--- src/rtl/pic_pkg.sv ---
package pic_pkg;
  typedef enum logic [1:0] {
    SEL_MASK = 2'd0,
    SEL_EDGE = 2'd1,
    SEL_PEND = 2'd2,
    SEL_NONE = 2'd3
  } reg_sel_e;
endpackage

--- src/rtl/pic_edge_det.sv ---
module pic_edge_det #(
  parameter int NPINS = 8,
  parameter int SYNC  = 2
) (
  input  logic             clk_i,
  input  logic             rst_ni,
  input  logic [NPINS-1:0] pin_i,
  input  logic [NPINS-1:0] fall_sel_i,
  output logic [NPINS-1:0] hit_o
);
  for (genvar p = 0; p < NPINS; p++) begin : g_pin
    logic [SYNC-1:0] sync_q;
    logic            prev_q;
    logic            cur;

    assign cur = sync_q[SYNC-1];

    always_ff @(posedge clk_i or negedge rst_ni) begin
      if (!rst_ni) begin
        sync_q <= '0;
        prev_q <= 1'b0;
      end else begin
        sync_q <= {sync_q[SYNC-2:0], pin_i[p]};
        prev_q <= cur;
      end
    end

    // select 1: falling, select 0: rising
    assign hit_o[p] = fall_sel_i[p] ? (prev_q & ~cur) : (cur & ~prev_q);
  end
endmodule

--- src/rtl/pic_regs.sv ---
module pic_regs
  import pic_pkg::*;
#(
  parameter int NPINS = 8
) (
  input  logic             clk_i,
  input  logic             rst_ni,
  input  logic             wr_en_i,
  input  reg_sel_e         wr_sel_i,
  input  logic [NPINS-1:0] wr_data_i,
  input  logic [NPINS-1:0] hit_i,
  output logic [NPINS-1:0] mask_o,
  output logic [NPINS-1:0] fall_o,
  output logic [NPINS-1:0] pend_o
);
  logic [NPINS-1:0] mask_q, fall_q, pend_q, pend_keep;

  always_ff @(posedge clk_i or negedge rst_ni) begin
    if (!rst_ni) begin
      mask_q <= '1;
      fall_q <= '1;
    end else if (wr_en_i) begin
      if (wr_sel_i == SEL_MASK) mask_q <= wr_data_i;
      if (wr_sel_i == SEL_EDGE) fall_q <= wr_data_i;
    end
  end

  always_comb begin
    pend_keep = pend_q;
    if (wr_en_i && wr_sel_i == SEL_PEND) pend_keep = pend_q & wr_data_i;
  end

  // no reset value: software clears it before unmasking
  always_ff @(posedge clk_i) begin
    if (rst_ni) pend_q <= pend_keep | hit_i;
  end

  assign mask_o = mask_q;
  assign fall_o = fall_q;
  assign pend_o = pend_q;
endmodule

--- src/rtl/pic_req.sv ---
module pic_req #(
  parameter int NPINS = 8
) (
  input  logic [NPINS-1:0] pend_i,
  input  logic [NPINS-1:0] mask_i,
  input  logic             mode_i,
  input  logic             tmr_wrap_i,
  input  logic             tmr_ie_i,
  output logic             wake_o,
  output logic             irq_o
);
  logic pin_req;
  assign pin_req = |(pend_i & ~mask_i);
  assign wake_o  = pin_req;
  assign irq_o   = (pin_req & mode_i) | (tmr_wrap_i & tmr_ie_i);
endmodule

--- src/rtl/port_irq_ctrl.sv ---
module port_irq_ctrl
  import pic_pkg::*;
#(
  parameter int NPINS = 8,
  parameter int SYNC  = 2,
  localparam int SW   = $bits(reg_sel_e)
) (
  input  logic             clk_i,
  input  logic             rst_ni,
  input  logic [NPINS-1:0] pin_i,
  input  logic             wr_en_i,
  input  logic [SW-1:0]    wr_sel_i,
  input  logic [NPINS-1:0] wr_data_i,
  input  logic [SW-1:0]    rd_sel_i,
  output logic [NPINS-1:0] rd_data_o,
  input  logic             mode_i,
  input  logic             tmr_wrap_i,
  input  logic             tmr_ie_i,
  output logic             wake_o,
  output logic             irq_o
);
  logic [NPINS-1:0] hit, mask, fall, pend;

  pic_edge_det #(.NPINS(NPINS), .SYNC(SYNC)) u_det (
    .clk_i, .rst_ni, .pin_i, .fall_sel_i(fall), .hit_o(hit)
  );

  pic_regs #(.NPINS(NPINS)) u_regs (
    .clk_i, .rst_ni, .wr_en_i, .wr_sel_i(reg_sel_e'(wr_sel_i)), .wr_data_i,
    .hit_i(hit), .mask_o(mask), .fall_o(fall), .pend_o(pend)
  );

  pic_req #(.NPINS(NPINS)) u_req (
    .pend_i(pend), .mask_i(mask), .mode_i, .tmr_wrap_i, .tmr_ie_i, .wake_o, .irq_o
  );

  always_comb begin
    unique case (reg_sel_e'(rd_sel_i))
      SEL_MASK: rd_data_o = mask;
      SEL_EDGE: rd_data_o = fall;
      SEL_PEND: rd_data_o = pend;
      default:  rd_data_o = '0;
    endcase
  end
endmodule

--- config.mk ---
export PLATFORM = sky130hd
export DESIGN_NAME = port_irq_ctrl
export DESIGN_NICKNAME = d
export VERILOG_FILES = /design/src/rtl/pic_pkg.sv /design/src/rtl/pic_edge_det.sv /design/src/rtl/pic_regs.sv /design/src/rtl/pic_req.sv /design/src/rtl/port_irq_ctrl.sv
export SDC_FILE = /design/constraint.sdc
export NUM_CORES = 1
export LEC_CHECK = 0
export BUFFER_PORTS_ARGS = -buffer_cell sky130_fd_sc_hd__buf_2
export CORE_MARGIN = 5
export CORE_UTILIZATION = 25
export DETAILED_ROUTE_END_ITERATION = 6
export GPL_ROUTABILITY_DRIVEN = 1
export MAX_ROUTING_LAYER = met4
export SETUP_SLACK_MARGIN = 0.15
export SYNTH_ARGS = -nofsm -noshare
export SYNTH_HDL_FRONTEND = slang
export SYNTH_HIERARCHICAL = 1
export SYNTH_SLANG_ARGS = --single-unit
--- constraint.sdc ---
create_clock -name clk_i -period 1.8 [get_ports clk_i]
set_input_delay 0.27 -clock clk_i [delete_from_list [all_inputs] [get_ports clk_i]]
set_output_delay 0.27 -clock clk_i [all_outputs]
set_load 0.01 [all_outputs]
==> impl_metrics.env <==
export IMPL_final_cell_area_mm2=0.00252
export IMPL_p_comb_share_pct=16.3
export IMPL_pre_cts_slack_ns=0.0784
export IMPL_setup_violations_final=2
export IMPL_via_per_inst=4.23
export IMPL_yosys_top_cells_count="dfrtp_1 (24), dfstp_2 (16), mux2_2 (16), nor2_1 (16)"
export IMPL_clkSinkCount=48
export IMPL_cp_max_fo=2
export IMPL_synth_warnings=6
export IMPL_status="complete, but fails checks"
export IMPL_endpoint_kind="primary output"
export IMPL_max_slew_margin_pct=66.0
export IMPL_setup_ws_ns=-0.225
export IMPL_avgRoutedWirePerCell_um=13.3
export IMPL_syn_area_mm2=0.00203
export IMPL_cpPeakStageDelay_ns=0.54
export IMPL_port_buffer_count=35
export IMPL_sw_frac_of_total_pct=24.6
export IMPL_power_density_mw_per_mm2=1000
export IMPL_fmax_mhz=494
export IMPL_grt_pass1_wl_um=6840
export IMPL_ir_worst_vdd_mv=0.359
export IMPL_fin_skew_ns=0.00288
export IMPL_async_flop_share_pct=83.3
export IMPL_path_cells="o22ai_2 -> or4_4 -> a22o_1 -> buf_2"
export IMPL_initial_core_util_pct=25.3
export IMPL_grt_ovfl_total=0
export IMPL_cp_required_ns=1.53
export IMPL_utilization_pct=31.3
export IMPL_io_pins=36
export IMPL_fp_dieH_um=100
export IMPL_clock_root_buffer="clkbuf_8"
export IMPL_routed_wl_um=4060
export IMPL_synth_top_area_share_pct=29.5
export IMPL_synth_top_cell_by_area="dfrtp_1"
export IMPL_drt_initial_drc_count=82
export IMPL_maxCapViolCount=0
export IMPL_ys_flop_type="dfrtp_1"
export IMPL_cell_internal_pwr_w=0.00191
export IMPL_rr_startpoint="u_regs/fall_o[0]"
export IMPL_die_area_mm2=0.0100
export IMPL_leakagePower_nw=1.08
export IMPL_worstPathArrival_ns=1.75
export IMPL_grt_pass1_vias=1327
export IMPL_clkLatencyLatePin_ns=0.30
export IMPL_grt_max_degree=24
export IMPL_finalCritPeriodShare_pct=112
export IMPL_path_class="reg -> out"
export IMPL_syn_inst=150
export IMPL_num_rows=33
export IMPL_core_mm2=0.00805
export IMPL_cts_buffers=5
export IMPL_diodes=0
export IMPL_hold_path_class="in -> reg"
export IMPL_worst_path_buf_inv=1
export IMPL_die_w_um=100
export IMPL_via_count=1293
export IMPL_final_layout_size_suffix_gt1_share_pct=50.2
export IMPL_reg2reg_to="u_regs/pend_o[0]"
export IMPL_htreeDepth=2
export IMPL_reg2reg_slack_ns=0.69
export IMPL_yosys_register_bits=48
export IMPL_synth_edf_count=8
export IMPL_start_kind="flip-flop"
export IMPL_synthTopCellsByArea="dfrtp_1 (30%), dfstp_2 (21%), edfxtp_1 (12%), mux2_2 (8.9%), o22ai_2 (4.3%)"
export IMPL_drcViolationCount=0
export IMPL_finalWeightedCongestion=0.713
export IMPL_p_switching_w=0.000622
export IMPL_synth_seq_area_share_pct=62.0
export IMPL_finalMaxSlewViolations=0
export IMPL_finalNetCount=226
export IMPL_cp_depth=4
export IMPL_cts_tree="yes"
export IMPL_cp_endpoint="irq_o"
export IMPL_avgSynthCellArea_um2=13.6
export IMPL_placed_area_mm2=0.00234
export IMPL_violations="negative setup slack"
export IMPL_sequentialPowerShare_pct=53.8
export IMPL_finalHoldViolCount=0
export IMPL_worst_pin_slew_ns=0.509
export IMPL_rr_worst_depth=4
export IMPL_ant_nets=0
export IMPL_pwr_share_clk_pct=29.9
export IMPL_clkTransAtPathRegs_ns=0.09
export IMPL_grt_usage_pct=9.09
export IMPL_multi_input_area_um2=718
export IMPL_cts_path_max_buffers=2
export IMPL_syn2layout_area_growth_pct=23.9
export IMPL_critPathLaunch="u_regs/mask_o[6]"
export IMPL_hpwl_um=2990
export IMPL_critPathTopFamily="flip-flops"
export IMPL_finalCriticalPeriod_ns=2.02
export IMPL_first_pass_iters=4
export IMPL_grt_antenna_before_repair=0
export IMPL_rsz0062_at_grt="yes"
export IMPL_synth_most_common_cell="dfrtp_1"
export IMPL_register_area_mm2=0.00126
export IMPL_syn_num_nets=176
export IMPL_cp_slowest_cell="dfstp_2"
export IMPL_fill_cells=825
export IMPL_ys_types=24
[timing repair]
action / CTS / global route
gates cloned: 0 / 0
endpoints found under the setup margin: 2 / 6
hold buffers: 1 / 0
resized for setup: 2 / 1
pin swaps: 3 / 2
setup buffers: 5 / 1
endpoints found under the hold margin: 2 / 0
[cell families (layout without fill, tap and decap cells)]
logic type | Yosys count | in the layout | synth area share, %
buf+inv | 12 | 63 | 3.32
simple gates | 37 | 37 | 10.3
mux | 24 | 24 | 12.8
compound gates | 29 | 29 | 11.6
flops | 48 | 48 | 62.0
[per-layer routing]
layer	share of wire, %	wire (um)	track usage, %	vias to the layer above
li1	-	-	-	632
met4	1.2	48	3.11	0
met5	0	0	-	-
met1	47	1920	12.4	617
met3	6.2	252	2.50	5
met2	45	1840	13.0	39
[power by group through the flow]
stage | Clock, W | Combinational [W] | Sequential (W)
after floorplan | 0 | 0.000243 | 0.00136
after global placement | 0 | 0.000364 | 0.00138
after detailed placement | 0 | 0.000370 | 0.00139
after CTS | 0.000802 | 0.000413 | 0.00136
after global routing | 0.000849 | 0.000462 | 0.00138
final | 0.000758 | 0.000412 | 0.00136
[stage by stage]
stage               TNS, ns  std cells  hold slack (ns)  power, W
finish               -0.293        306           0.0723   0.00253
global route         -0.435        306           0.0483   0.00269
CTS                  -0.340        305           0.0544   0.00258
detailed placement        0        291            0.270   0.00176
global placement          0        291            0.279   0.00174
floorplan                 0        150          -0.0256   0.00160
[placed cells by master (no fill, tap or decap), drive strengths merged, types with 2 or more instances in the layout]
master,Yosys,final
clkinv,1,2
o2bb2ai,8,8
inv,7,7
dfrtp,24,24
mux2,16,16
clkbuf,1,5
nand2b,8,8
a21oi,8,8
dfstp,16,16
o22ai,11,11
edfxtp,8,8
nand3b,2,2
buf,3,46
mux2i,8,8
nor2,16,16
nand2,7,7
[cell type report]
cell class | instances | share of cell area, %
clock buffers | 5 | 2.73
clock inverters | 3 | 1.69
inverters | 8 | 1.19
multi-input cells | 90 | 28.5
flip-flops and latches | 48 | 50.0
well taps | 105 | 5.21
repair buffers | 47 | 10.6
[worst min path at each step]
stage | startpoint | end | slack (ns) | cells after the start
floorplan | rst_ni | u_det/g_pin[0].prev_q | -0.03 | 0
global placement | rst_ni | u_det/g_pin[3].prev_q | 0.28 | 1
detailed placement | rst_ni | u_det/g_pin[5].prev_q | 0.27 | 1
CTS | pin_i[6] | u_det/g_pin[6].sync_q[0] | 0.05 | 1
global route | pin_i[6] | u_det/g_pin[6].sync_q[0] | 0.05 | 1
finish | pin_i[6] | u_det/g_pin[6].sync_q[0] | 0.07 | 1
[flip-flops by register name (all words and copies together) (netlist names)]
name                count
u_det/g_pin.prev_q      8
u_det/g_pin.sync_q     16
u_regs/fall_o           8
u_regs/mask_o           8
u_regs/pend_o           8
Note: power is estimated with default switching activity, not from simulation.
